$ cat src/rtl/gpio_pkg.sv
package gpio_pkg;
  localparam int unsigned PORT_W = 8;
  localparam logic ADDR_DIR = 1'b0;
  localparam logic ADDR_DAT = 1'b1;
endpackage

$ cat src/rtl/gpio_regs.sv
module gpio_regs #(
  parameter int unsigned W = gpio_pkg::PORT_W
) (
  input  logic         clk_i,
  input  logic         rst_ni,
  input  logic         wr_en_i,
  input  logic         addr_i,
  input  logic [W-1:0] wdata_i,
  output logic [W-1:0] dir_o,
  output logic [W-1:0] dat_o
);
  import gpio_pkg::*;

  logic dir_we, dat_we;
  assign dir_we = wr_en_i && (addr_i == ADDR_DIR);
  assign dat_we = wr_en_i && (addr_i == ADDR_DAT);

  always_ff @(posedge clk_i or negedge rst_ni) begin
    if (!rst_ni)     dir_o <= '0;
    else if (dir_we) dir_o <= wdata_i;
  end

  // output latch intentionally has no reset
  always_ff @(posedge clk_i) begin
    if (dat_we) dat_o <= wdata_i;
  end
endmodule

$ cat src/rtl/gpio_out_mux.sv
module gpio_out_mux #(
  parameter int unsigned W = gpio_pkg::PORT_W
) (
  input  logic [W-1:0] dir_i,
  input  logic [W-1:0] dat_i,
  input  logic [W-1:0] periph_oe_i,
  input  logic [W-1:0] periph_out_i,
  input  logic         clamp_i,
  output logic [W-1:0] pad_out_o,
  output logic [W-1:0] pad_oe_o
);
  for (genvar i = 0; i < W; i++) begin : g_pin
    always_comb begin
      pad_out_o[i] = periph_oe_i[i] ? periph_out_i[i] : dat_i[i];
      if (clamp_i)             pad_oe_o[i] = 1'b0;
      else if (periph_oe_i[i]) pad_oe_o[i] = 1'b1;
      else                     pad_oe_o[i] = dir_i[i];
    end
  end
endmodule

$ cat src/rtl/gpio_in_sync.sv
module gpio_in_sync #(
  parameter int unsigned W      = gpio_pkg::PORT_W,
  parameter int unsigned STAGES = 2
) (
  input  logic         clk_i,
  input  logic         rst_ni,
  input  logic [W-1:0] pad_in_i,
  input  logic         clamp_i,
  output logic [W-1:0] sync_o
);
  logic [W-1:0] gated;
  logic [W-1:0] stg [STAGES];

  assign gated = clamp_i ? '0 : pad_in_i;

  always_ff @(posedge clk_i or negedge rst_ni) begin
    if (!rst_ni) stg[0] <= '0;
    else         stg[0] <= gated;
  end

  for (genvar s = 1; s < STAGES; s++) begin : g_stage
    always_ff @(posedge clk_i or negedge rst_ni) begin
      if (!rst_ni) stg[s] <= '0;
      else         stg[s] <= stg[s-1];
    end
  end

  assign sync_o = stg[STAGES-1];
endmodule

$ cat src/rtl/gpio_port_ctrl.sv
module gpio_port_ctrl #(
  parameter int unsigned W = gpio_pkg::PORT_W
) (
  input  logic         clk_i,
  input  logic         rst_ni,
  input  logic         wr_en_i,
  input  logic         addr_i,
  input  logic [W-1:0] wdata_i,
  output logic [W-1:0] rdata_o,
  input  logic [W-1:0] periph_oe_i,
  input  logic [W-1:0] periph_out_i,
  input  logic         stop_i,
  input  logic         float_en_i,
  input  logic [W-1:0] pad_in_i,
  output logic [W-1:0] pad_out_o,
  output logic [W-1:0] pad_oe_o
);
  import gpio_pkg::*;

  logic [W-1:0] dir_q, dat_q, pin_sync;
  logic         clamp;

  assign clamp = stop_i & float_en_i;

  gpio_regs #(.W(W)) u_regs (
    .clk_i(clk_i), .rst_ni(rst_ni), .wr_en_i(wr_en_i), .addr_i(addr_i),
    .wdata_i(wdata_i), .dir_o(dir_q), .dat_o(dat_q)
  );

  gpio_out_mux #(.W(W)) u_mux (
    .dir_i(dir_q), .dat_i(dat_q), .periph_oe_i(periph_oe_i),
    .periph_out_i(periph_out_i), .clamp_i(clamp),
    .pad_out_o(pad_out_o), .pad_oe_o(pad_oe_o)
  );

  gpio_in_sync #(.W(W), .STAGES(2)) u_sync (
    .clk_i(clk_i), .rst_ni(rst_ni), .pad_in_i(pad_in_i), .clamp_i(clamp),
    .sync_o(pin_sync)
  );

  assign rdata_o = (addr_i == ADDR_DIR) ? dir_q : pin_sync;
endmodule

$ cat config.mk
export PLATFORM = sky130hd
export DESIGN_NAME = gpio_port_ctrl
export DESIGN_NICKNAME = d
export VERILOG_FILES = /design/src/rtl/gpio_pkg.sv /design/src/rtl/gpio_regs.sv /design/src/rtl/gpio_out_mux.sv /design/src/rtl/gpio_in_sync.sv /design/src/rtl/gpio_port_ctrl.sv
export SDC_FILE = /design/constraint.sdc
export NUM_CORES = 1
export LEC_CHECK = 0
export BUFFER_PORTS_ARGS = -buffer_cell sky130_fd_sc_hd__buf_2
export CORE_UTILIZATION = 48
export CTS_CLUSTER_SIZE = 14
export DETAILED_ROUTE_END_ITERATION = 8
export PLACE_DENSITY = 0.82
export SLEW_MARGIN = 40
export SYNTH_ARGS = -nofsm -noshare
export SYNTH_HDL_FRONTEND = slang
export SYNTH_SLANG_ARGS = --single-unit
$ cat constraint.sdc
create_clock -name clk_i -period 2.6 [get_ports clk_i]
set_clock_uncertainty 0.15 [all_clocks]
set_input_delay 0.13 -clock clk_i [delete_from_list [all_inputs] [get_ports clk_i]]
set_output_delay 0.13 -clock clk_i [all_outputs]
set_load 0.005 [all_outputs]
# Yosys cells after proc, flatten, opt, wreduce, memory -nomap -nowiden
# Index checks and enable logic that the tools add are counted.
totals:
  out_inout_bits: 24
  register_bits: 32
  word_cells: 34
classes:
  bitwise: 2
  n_mux: 26
  n_reduce_logical: 2
op_table:
  columns: ["operator", "n"]
  rows:
  - ["two-way mux 1 bit", 24]
  - ["two-way mux 8 bit", 2]
  - ["logical AND 1 bit", 2]
  - ["AND 1 bit", 1]
  - ["inverter 1 bit", 1]

# Longest topological paths before layout
# Gate-level depths: netlist of the first run.
depth:
  depth_word: 2
  mapped_depth: 4

# Modules after synthesis
# From an unflattened synthesis of the first run, not the netlist that was laid out.
hier_totals:
  hier_cells: 85
  hier_area_um2: 1441.4
modules_own_cells:
  columns: ["mod", "n_inst", "area_per_inst_um2", "cells_per_inst"]
  rows:
  - ["gpio_regs", 1, 593.1, 27]
  - ["gpio_in_sync", 1, 510.5, 32]
  - ["gpio_out_mux", 1, 200.2, 16]
  - ["gpio_port_ctrl", 1, 137.6, 10]

# Least setup slack after synthesis of the first run
# Ideal clock, no wire load.
synth_timing:
  kind: "input-to-reg"
  startpoint: "input port addr_i"
  endpoint: "register u_regs.dir_o[0]"
  arrival_time_ps: 788
  cell_stages: 4
  path_buffers: 2
  required_ps: 2325
  path_slack_ps: 1537
  path_cell_list: "buf_6 nor2b_4 buf_8 mux2_4"
synth_via:
  elab_chain_cells: 2
synth_rtl:
  columns: ["item", "line_no", "rtl"]
  rows:
  - ["from (decl)", "gpio_port_ctrl.sv:7", "input logic addr_i,"]
  - ["inverter 1 bit", null, null]
  - ["logical AND 1 bit", "gpio_regs.sv:15", "assign dir_we = wr_en_i && (addr_i == ADDR_DIR);"]
  - ["to (signal assigned)", "gpio_regs.sv:20", "else if (dir_we) dir_o <= wdata_i;"]
  - ["to (decl)", "gpio_regs.sv:9", "output logic [W-1:0] dir_o,"]
# No other way between the ends.
# A chain may end at the register's enable or synchronous reset.

# Worst setup path after layout of the first run
layout_timing:
  startpoint: "register u_regs.dir_o[5]"
  endpoint: "output port rdata_o[5]"
layout_via:
  elab_chain_cells: 1
layout_rtl:
  columns: ["item", "line_no", "rtl"]
  rows:
  - ["two-way mux 8 bit", "gpio_port_ctrl.sv:41", "assign rdata_o = (addr_i == ADDR_DIR) ? dir_q : pin_sync;"]
  - ["to (decl)", "gpio_port_ctrl.sv:9", "output logic [W-1:0] rdata_o,"]
# No other way between the ends.

==> results of run 1 <==
worst max-delay path by stage:
stage / startpoint / endpoint / slack, ns
after global routing: u_regs.dir_o[3] / rdata_o[3] / 1.13
final: u_regs.dir_o[5] / rdata_o[5] / 1.18
after detailed placement: addr_i / u_regs.dir_o[4] / 1.33
after global placement: addr_i / u_regs.dir_o[0] / 1.36
after CTS: u_regs.dir_o[5] / rdata_o[5] / 1.17
after floorplan: addr_i / u_regs.dir_o[0] / 1.54
area by class of cell:
class / count / area share
flip-flops and latches: 32 / 0.454
repair buffers: 78 / 0.257
multi-input cells: 43 / 0.235
clock buffers: 6 / 0.0277
well taps: 30 / 0.0203
clock inverters: 2 / 0.00541
cells in the mapped netlist, drive strengths merged:
| cell | count |
|---|---|
| dfrtp | 24 |
| o21a | 8 |
| and2 | 9 |
| mux2 | 24 |
| buf | 3 |
| edfxtp | 8 |
| nand2 | 1 |
| nor2b | 1 |
what timing repair did:
item | CTS | global route
endpoints found under the setup margin | 0 | 0
endpoints found under the hold margin | 48 | 0
hold buffers | 17 | 0
cell families after synthesis:
group / after synthesis / synth area share
buffers and inverters: 3 / 0.0239
multiplexers: 24 / 0.230
flip-flops: 32 / 0.643
AO/OA/AOI/OAI: 8 / 0.0459
AND/OR/NAND/NOR: 11 / 0.0574
power by group through the flow:
stage          combinational (mW)  clock, mW  sequential [mW]
2_1_floorplan              0.0974          0            0.582
5_1_grt                     0.217      0.321            0.586
3_5_place_dp                0.177          0            0.590
6_report                    0.197      0.285            0.580
4_1_cts                     0.197      0.297            0.581
3_3_place_gp                0.171          0            0.588
stage by stage:
step	area, µm²	setup slack, ns
floorplan	1310	1.54
global placement	1620	1.36
detailed placement	1620	1.33
CTS	1850	1.17
global route	1850	1.13
finish	1850	1.18
per-layer routing:
layer  wire, µm  share of wire
met1       1150           0.40
met2       1540           0.54
met3        136          0.048
met4         28         0.0098
met5          0              0
flip-flops by register name, summed over array words and instances, names as in the netlist:
register	cells
u_regs.dat_o	8
u_sync.stg	8
u_regs.dir_o	8
u_sync.sync_o	8
==> metrics.md, run 1 <==
| Metric | Value |
|---|---|
| Pwr Total | `1.06 mW` |
| Core Util, Final | `0.734` |
| Clock share of power | `0.269` |
| Die area | `0.00294 mm²` |
| Max_slew headroom | `0.657` |
| Most frequent cells in the layout | `buf_2, dfrtp_1, dlygate4sd3_1` |
| Sw power | `0.250 mW` |
| Layout net count | `198` |
| WL/cell | `14.9 µm` |
| Hold slack final | `0.153 ns` |
| Pre-antenna DRT Iters | `4` |
| Crit share post-route | `0.545` |
| Post-CTS setup buffer count | `0` |
| Critical-path cell list | `mux2_2 -> buf_2` |
| Post-cts gate resize count | `0` |
| Max incr delay on CP | `0.42 ns` |
| Register area | `841 µm²` |
| Combinational fraction of design power | `0.185` |
| Vias per cell | `4.82` |
| P_int | `0.812 mW` |
| Final ANT Viol Nets | `0` |
| M3 GR Usage | `0.0593` |
| Clk sink count | `32` |
| Global-route wire length before repair | `4400 µm` |
| Mapped Cells | `78` |
| Commonest non-fill, non-tap cell in the layout | `buf_2` |
| Site Rows | `18` |
| End of the worst register-to-register path | `u_regs.dir_o[4]` |
| Ys Warns | `0` |
| Setup CP Type | `reg -> out` |
| M2 GR Usage | `0.392` |
| All-Layer GR Usage | `0.229` |
| Distinct cells, synth | `12` |
| Pleak | `0.890 nW` |
| R2r setup slk | `1.65 ns` |
| DPL Wire Length | `1810 µm` |
| Fillers | `168` |
| Top post-synthesis cells by area | `dfrtp_1, edfxtp_1, mux2_2` |
| ANT cells | `0` |
| Layout cells sized above 1 | `0.590` |
| Arrival time worst endpoint | `1.14 ns` |
| TritonCTS Buffers | `5` |
| Dpl cells | `166` |
| IO Count | `62` |
| Area leader, netlist | `dfrtp_1` |
| Period minus WS final | `1.42 ns` |
| Worst-case reg-to-reg path depth | `1` |
| Global route overflow | `0` |
| Avg Inst Size Synth | `16.8 µm²` |
| Max-slew violation count | `0` |
| VDD IR-drop max | `432 µV` |
| Status | `complete, no violations` |
| Drt initial violations | `12` |
| Hold Vio Cnt, Final | `0` |
| Switching part of the total | `0.235` |
| Buffers on Ports | `61` |
| # setup viols final | `0` |
| Worst-skew pair later-pin latency | `0.31 ns` |
| Initial Utilization | `0.518` |
| CTS tree | `built` |
| Max_cap viols | `0` |
| Initial antenna violation count | `0` |
| Syn nets | `116` |
| RSZ-0062 raised after global routing | `no` |
| Clock root buffer | `clkbuf_4` |
| Routed Wire Length | `2850 µm` |
| Setup_tns | `0 ns` |
| CTS H-tree depth | `2` |
| Worst Setup End Kind | `output port` |
| Instance count on the critical path | `2` |
| Most Used Layer, Global Route | `met2` |
| Synth-to-Final Area Change | `41.5%` |
| Number of global-route vias before repair | `964` |
| Reg clk slew, reported paths | `0.10 ns` |
| Via Count | `921` |
| Number of synthesized register bits | `32` |
| Global Route met1 Usage | `0.271` |
| GP Congestion | `0.681` |
| Worst-margin pin slew | `0.515 ns` |
| Die H | `54.2 µm` |
| CP max-delay cell | `dfrtp_1` |
| Worst path required time | `2.32 ns` |
| Worst min-delay path class | `in -> async` |
| Largest fanout on the critical path | `3` |
| Worst-case clock buffer depth | `2` |
| Die width | `54.2 µm` |
| Crit-path leading delay family | `flip-flops` |
| Register area share after synthesis | `0.643` |
| Synth top area share | `0.459` |
| Sequential power share | `0.546` |
| Fmax | `706 MHz` |
| WP buf/inv | `1` |
| Largest net degree at the start of global routing | `25` |
| Syn Std Cell Area | `0.00131 mm²` |
| Multi-input gate area | `435 µm²` |
| CORE AREA | `0.00252 mm²` |
| Final non-filler cell total | `191` |
| Worst r2r src | `u_regs.dir_o[4]` |
| Crit path launch type | `register` |
| Number of remaining DRC errors | `0` |
| Power Density | `574 mW/mm²` |
Power figures use the tool's default switching activity.
==> run 2, diff against run 1 <==
Settings changed: CORE_UTILIZATION 48 to 41, PLACE_DENSITY 0.82 to 0.75.
Clock period 2.6 ns to 1.27 ns, I/O delays scaled along.
==> metrics.md, run 2 (synthesis gave the netlist of run 1 again) <==
| Metric | Value |
|---|---|
| Die width | `58.5 µm` |
| Die H | `58.5 µm` |
| Site Rows | `20` |
| Reg clk slew, reported paths | `0.09 ns` |
| Max-slew violation count | `0` |
| Status | `finished, violations left` |
| Setup CP Type | `reg -> out` |
| CTS tree | `built` |
| IO Count | `62` |
| Global route overflow | `0` |
| Finished Cell Area | `0.00196 mm²` |
| Layout cells sized above 1 | `0.594` |
| Number of global-route vias before repair | `1,039` |
| Worst path required time | `1.06 ns` |
| Max_cap viols | `0` |
| Commonest non-fill, non-tap cell in the layout | `buf_2` |
| Placed inst area | `0.00165 mm²` |
| RSZ-0062 raised after global routing | `yes` |
| Crit share post-route | `1.06` |
| Global-route wire length before repair | `4420 µm` |
| Setup ws final | `-0.0763 ns` |
| Drt initial violations | `8` |
| TritonCTS Buffers | `5` |
| # setup viols final | `15` |
| Die area | `0.00342 mm²` |
| VDD IR-drop max | `824 µV` |
| Clk sink count | `32` |
| DPL Wire Length | `1910 µm` |
| Vias per cell | `4.59` |
| Number of remaining DRC errors | `0` |
| Worst min-delay path class | `in -> reg` |
| Most frequent cells in the layout | `buf_2, dfrtp_1, dlygate4sd3_1` |
| Largest net degree at the start of global routing | `25` |
| Clock root buffer | `clkbuf_4` |
| Buffers on Ports | `61` |
| Initial Utilization | `0.432` |
| WL/cell | `13.9 µm` |
| Initial antenna violation count | `0` |
| Power Density | `1170 mW/mm²` |
| Max_slew headroom | `0.654` |
| GP Congestion | `0.713` |
| Period minus WS final | `1.35 ns` |
| Largest fanout on the critical path | `3` |
| Worst-margin pin slew | `0.519 ns` |
| Fmax | `743 MHz` |
| Worst-case reg-to-reg path depth | `2` |
| Pre-antenna DRT Iters | `2` |
| Worst-case clock buffer depth | `2` |
| Via Count | `959` |
| Pleak | `0.942 nW` |
| Failing checks | `negative setup slack` |
| Crit path launch type | `register` |
| Fillers | `244` |
| ANT cells | `0` |
| Hold path cells | `4` |
| Hold Vio Cnt, Final | `0` |
| All-Layer GR Usage | `0.181` |
| Final ANT Viol Nets | `0` |
| Arrival time worst endpoint | `1.13 ns` |
| Setup_tns | `-0.678 ns` |
| Pre-CTS setup slack | `0.0865 ns` |
| CTS H-tree depth | `2` |
| CORE AREA | `0.00303 mm²` |
| Routed Wire Length | `2910 µm` |
| Layout net count | `202` |
| Worst-skew pair later-pin latency | `0.31 ns` |
| Worst Setup End Kind | `output port` |
| Synth-to-Final Area Change | `50.0%` |
[run 2: cell count changes in the layout (fill, tap and decap cells not counted)]
cell,before,now
buf_2,61,55
buf_4,0,4
buf_6,0,6
clkbuf_1,0,1
clkbuf_8,1,2
clkinv_2,2,0
mux2_2,16,11
mux2_4,8,13
[run 2: worst max-delay path, stage by stage, from the launching register on]
cell and delay (ns):
dfrtp_1 0.42, mux2_4 0.29, buf_6 0.12
[run 2: area by class of cell]
class                   instances  area (µm²)  share of cell area
clock buffers                   8        68.8              0.0351
multi-input cells              43         454               0.232
flip-flops and latches         32         841               0.429
well taps                      44        55.1              0.0281
repair buffers                 82         543               0.277
[run 2: final timing paths]
check / slack (ns) / to / start
max in group asynchronous: 0.52 / u_sync.stg[11] / rst_ni
worst max register to register: 0.21 / u_regs.dir_o[3] / u_regs.dir_o[3]
worst min register to register: 0.21 / u_sync.sync_o[4] / u_sync.stg[12]
worst max-delay path: -0.08 / rdata_o[0] / u_regs.dir_o[0]
worst min-delay path: 0.09 / u_sync.stg[13] / float_en_i
min in group asynchronous: 0.10 / u_regs.dir_o[2] / rst_ni
[run 2: routing by layer]
layer	global-route usage	share of wire	wire, µm	up-vias
met4	0.0748	0.011	31	0
li1	-	-	-	450
met3	0.0527	0.052	151	4
met2	0.332	0.54	1580	42
met5	0	0	0	-
met1	0.196	0.39	1150	463
[run 2: power breakdown]
| part | leakage [nW] | switching [mW] | total (mW) | internal [mW] |
|---|---|---|---|---|
| clock | 0.0386 | 0.321 | 0.646 | 0.326 |
| combinational | 0.538 | 0.156 | 0.460 | 0.304 |
| sequential | 0.366 | 0.0458 | 1.19 | 1.14 |
| total | 0.942 | 0.523 | 2.30 | 1.77 |
[run 2: timing repair]
item                                   CTS  global route
resized for setup                        4             7
endpoints found under the hold margin   48             0
hold buffers                            17             0
pin swaps                                1             6
buffers inserted                         1             1
setup endpoints to repair               17            24
[run 2: through the flow]
stage	hold slack, ns	util	total power [mW]	instances
4_1_cts	0.0805	0.633	2.29	208
6_report	0.0909	0.648	2.30	209
3_5_place_dp	-0.0745	0.545	1.58	182
3_3_place_gp	-0.0890	0.545	1.56	182
2_1_floorplan	-0.382	-	1.39	78
5_1_grt	0.0853	0.648	2.41	209
==> run 3, diff against run 2 <==
Settings changed: CTS_BUF_LIST from default to sky130_fd_sc_hd__clkbuf_16.
==> metrics.md, run 3 (synthesis gave the netlist of run 1 again) <==
| Metric | Value |
|---|---|
| Vias per cell | `4.57` |
| Crit path launch type | `register` |
| Global-route wire length before repair | `4650 µm` |
| Fillers | `231` |
| Routed Wire Length | `2960 µm` |
| R2r setup slk | `0.21 ns` |
| Final ANT Viol Nets | `0` |
| Clk sink count | `32` |
| Worst min-delay path class | `in -> reg` |
| Worst-case clock buffer depth | `2` |
| Synth-to-Final Area Change | `56.0%` |
| Max incr delay on CP | `0.41 ns` |
| CTS tree | `built` |
| Most frequent cells in the layout | `buf_2, dfrtp_1, dlygate4sd3_1` |
| Finished Cell Area | `0.00204 mm²` |
| ANT cells | `0` |
| Reg clk slew, reported paths | `0.05 ns` |
| Clock root buffer | `clkbuf_16` |
| Pwr Total | `2.76 mW` |
| Layout cells sized above 1 | `0.582` |
| Largest fanout on the critical path | `3` |
| Number of remaining DRC errors | `0` |
| Crit share post-route | `1.02` |
| CP max-delay cell | `dfrtp_1` |
| Failing checks | `negative setup slack` |
| Pre-antenna DRT Iters | `4` |
| RSZ-0062 raised after global routing | `yes` |
| Drt initial violations | `5` |
| Pre-CTS setup slack | `0.0865 ns` |
| WL/cell | `14.1 µm` |
| Number of global-route vias before repair | `1,047` |
| GP Congestion | `0.713` |
| Worst-skew pair later-pin latency | `0.27 ns` |
| All-Layer GR Usage | `0.196` |
| Max-slew violation count | `0` |
| Critical-path cell list | `mux2_4 -> buf_6` |
| Largest net degree at the start of global routing | `25` |
| Die H | `58.5 µm` |
| Setup ws final | `-0.0262 ns` |
| # setup viols final | `6` |
| Initial Utilization | `0.432` |
| Die width | `58.5 µm` |
| Site Rows | `20` |
| Power Density | `1350 mW/mm²` |
| Worst path required time | `1.06 ns` |
| Worst Setup End Kind | `output port` |
| TritonCTS Buffers | `5` |
| Pleak | `0.979 nW` |
| Layout net count | `202` |
| VDD IR-drop max | `1060 µV` |
| Max_cap viols | `0` |
| Global route overflow | `0` |
| Placed inst area | `0.00165 mm²` |
| Worst-margin pin slew | `0.523 ns` |
| DPL Wire Length | `1910 µm` |
| Die area | `0.00342 mm²` |
| CTS H-tree depth | `2` |
| Fmax | `771 MHz` |
| IO Count | `62` |
| Commonest non-fill, non-tap cell in the layout | `buf_2` |
| CORE AREA | `0.00303 mm²` |
| Max_slew headroom | `0.651` |
| Arrival time worst endpoint | `1.08 ns` |
| Buffers on Ports | `61` |
| Status | `finished, violations left` |
| Period minus WS final | `1.30 ns` |
| Hold Vio Cnt, Final | `0` |
| Setup CP Type | `reg -> out` |
| Initial antenna violation count | `0` |
| Via Count | `956` |
==> run 3: cell count changes in the layout (fill, tap and decap cells not counted), moves of 2 or more <==
cell       before  now
clkbuf_4        5    0
clkbuf_8        2    0
clkinv_1        0    2
clkbuf_16       0    5
==> run 3: layout make-up <==
cell class | instances | area [µm²] | share of cell area
flip-flops and latches | 32 | 841 | 0.412
clock inverters | 3 | 11.3 | 0.00552
clock buffers | 5 | 125 | 0.0613
multi-input cells | 43 | 458 | 0.225
repair buffers | 82 | 549 | 0.269
well taps | 44 | 55.1 | 0.0270
==> run 3: power by group <==
group	switching, mW	internal (mW)
Combinational	0.158	0.316
Sequential	0.0478	1.15
Clock	0.391	0.702
Total	0.596	2.17
==> run 3: layer usage <==
metal / wire [µm] / global-route usage / vias up
met4: 38 / 0.0748 / 0
met5: 0 / 0 / -
met2: 1590 / 0.348 / 38
li1: - / - / 444
met3: 182 / 0.0857 / 3
met1: 1140 / 0.204 / 471
==> run 3: critical path: cells and delay by family, from the launching register on <==
kind / cells / cell delay (ns)
flip-flops: 1 / 0.41
multiplexers: 1 / 0.29
buffers and inverters: 1 / 0.12
==> run 3: timing repair <==
item,4_1_cts,5_1_grt
gates cloned,0,0
buffers inserted,1,1
hold endpoints to repair,48,0
gates resized for setup,7,6
hold buffers,17,0
endpoints found under the setup margin,7,12
==> run 3: path summary, 6_finish.rpt <==
check / from / to / cells after the start
max in group asynchronous: rst_ni / u_sync.stg[11] / 2
min in group asynchronous: rst_ni / u_regs.dir_o[2] / 2
hold reg to reg: u_sync.stg[12] / u_sync.sync_o[4] / 0
setup reg to reg: u_regs.dir_o[3] / u_regs.dir_o[3] / 2
setup / recovery: u_regs.dir_o[5] / rdata_o[5] / 2
hold / removal: float_en_i / u_sync.stg[8] / 4
==> run 3: stage by stage <==
| stage | util | hold WS [ns] | TNS (ns) | std cells |
|---|---|---|---|---|
| floorplan | - | -0.382 | 0 | 78 |
| global placement | 0.545 | -0.0890 | 0 | 182 |
| detailed placement | 0.545 | -0.0745 | 0 | 182 |
| CTS | 0.660 | 0.141 | -0.123 | 208 |
| global route | 0.674 | 0.153 | -0.331 | 209 |
| finish | 0.674 | 0.139 | -0.0997 | 209 |
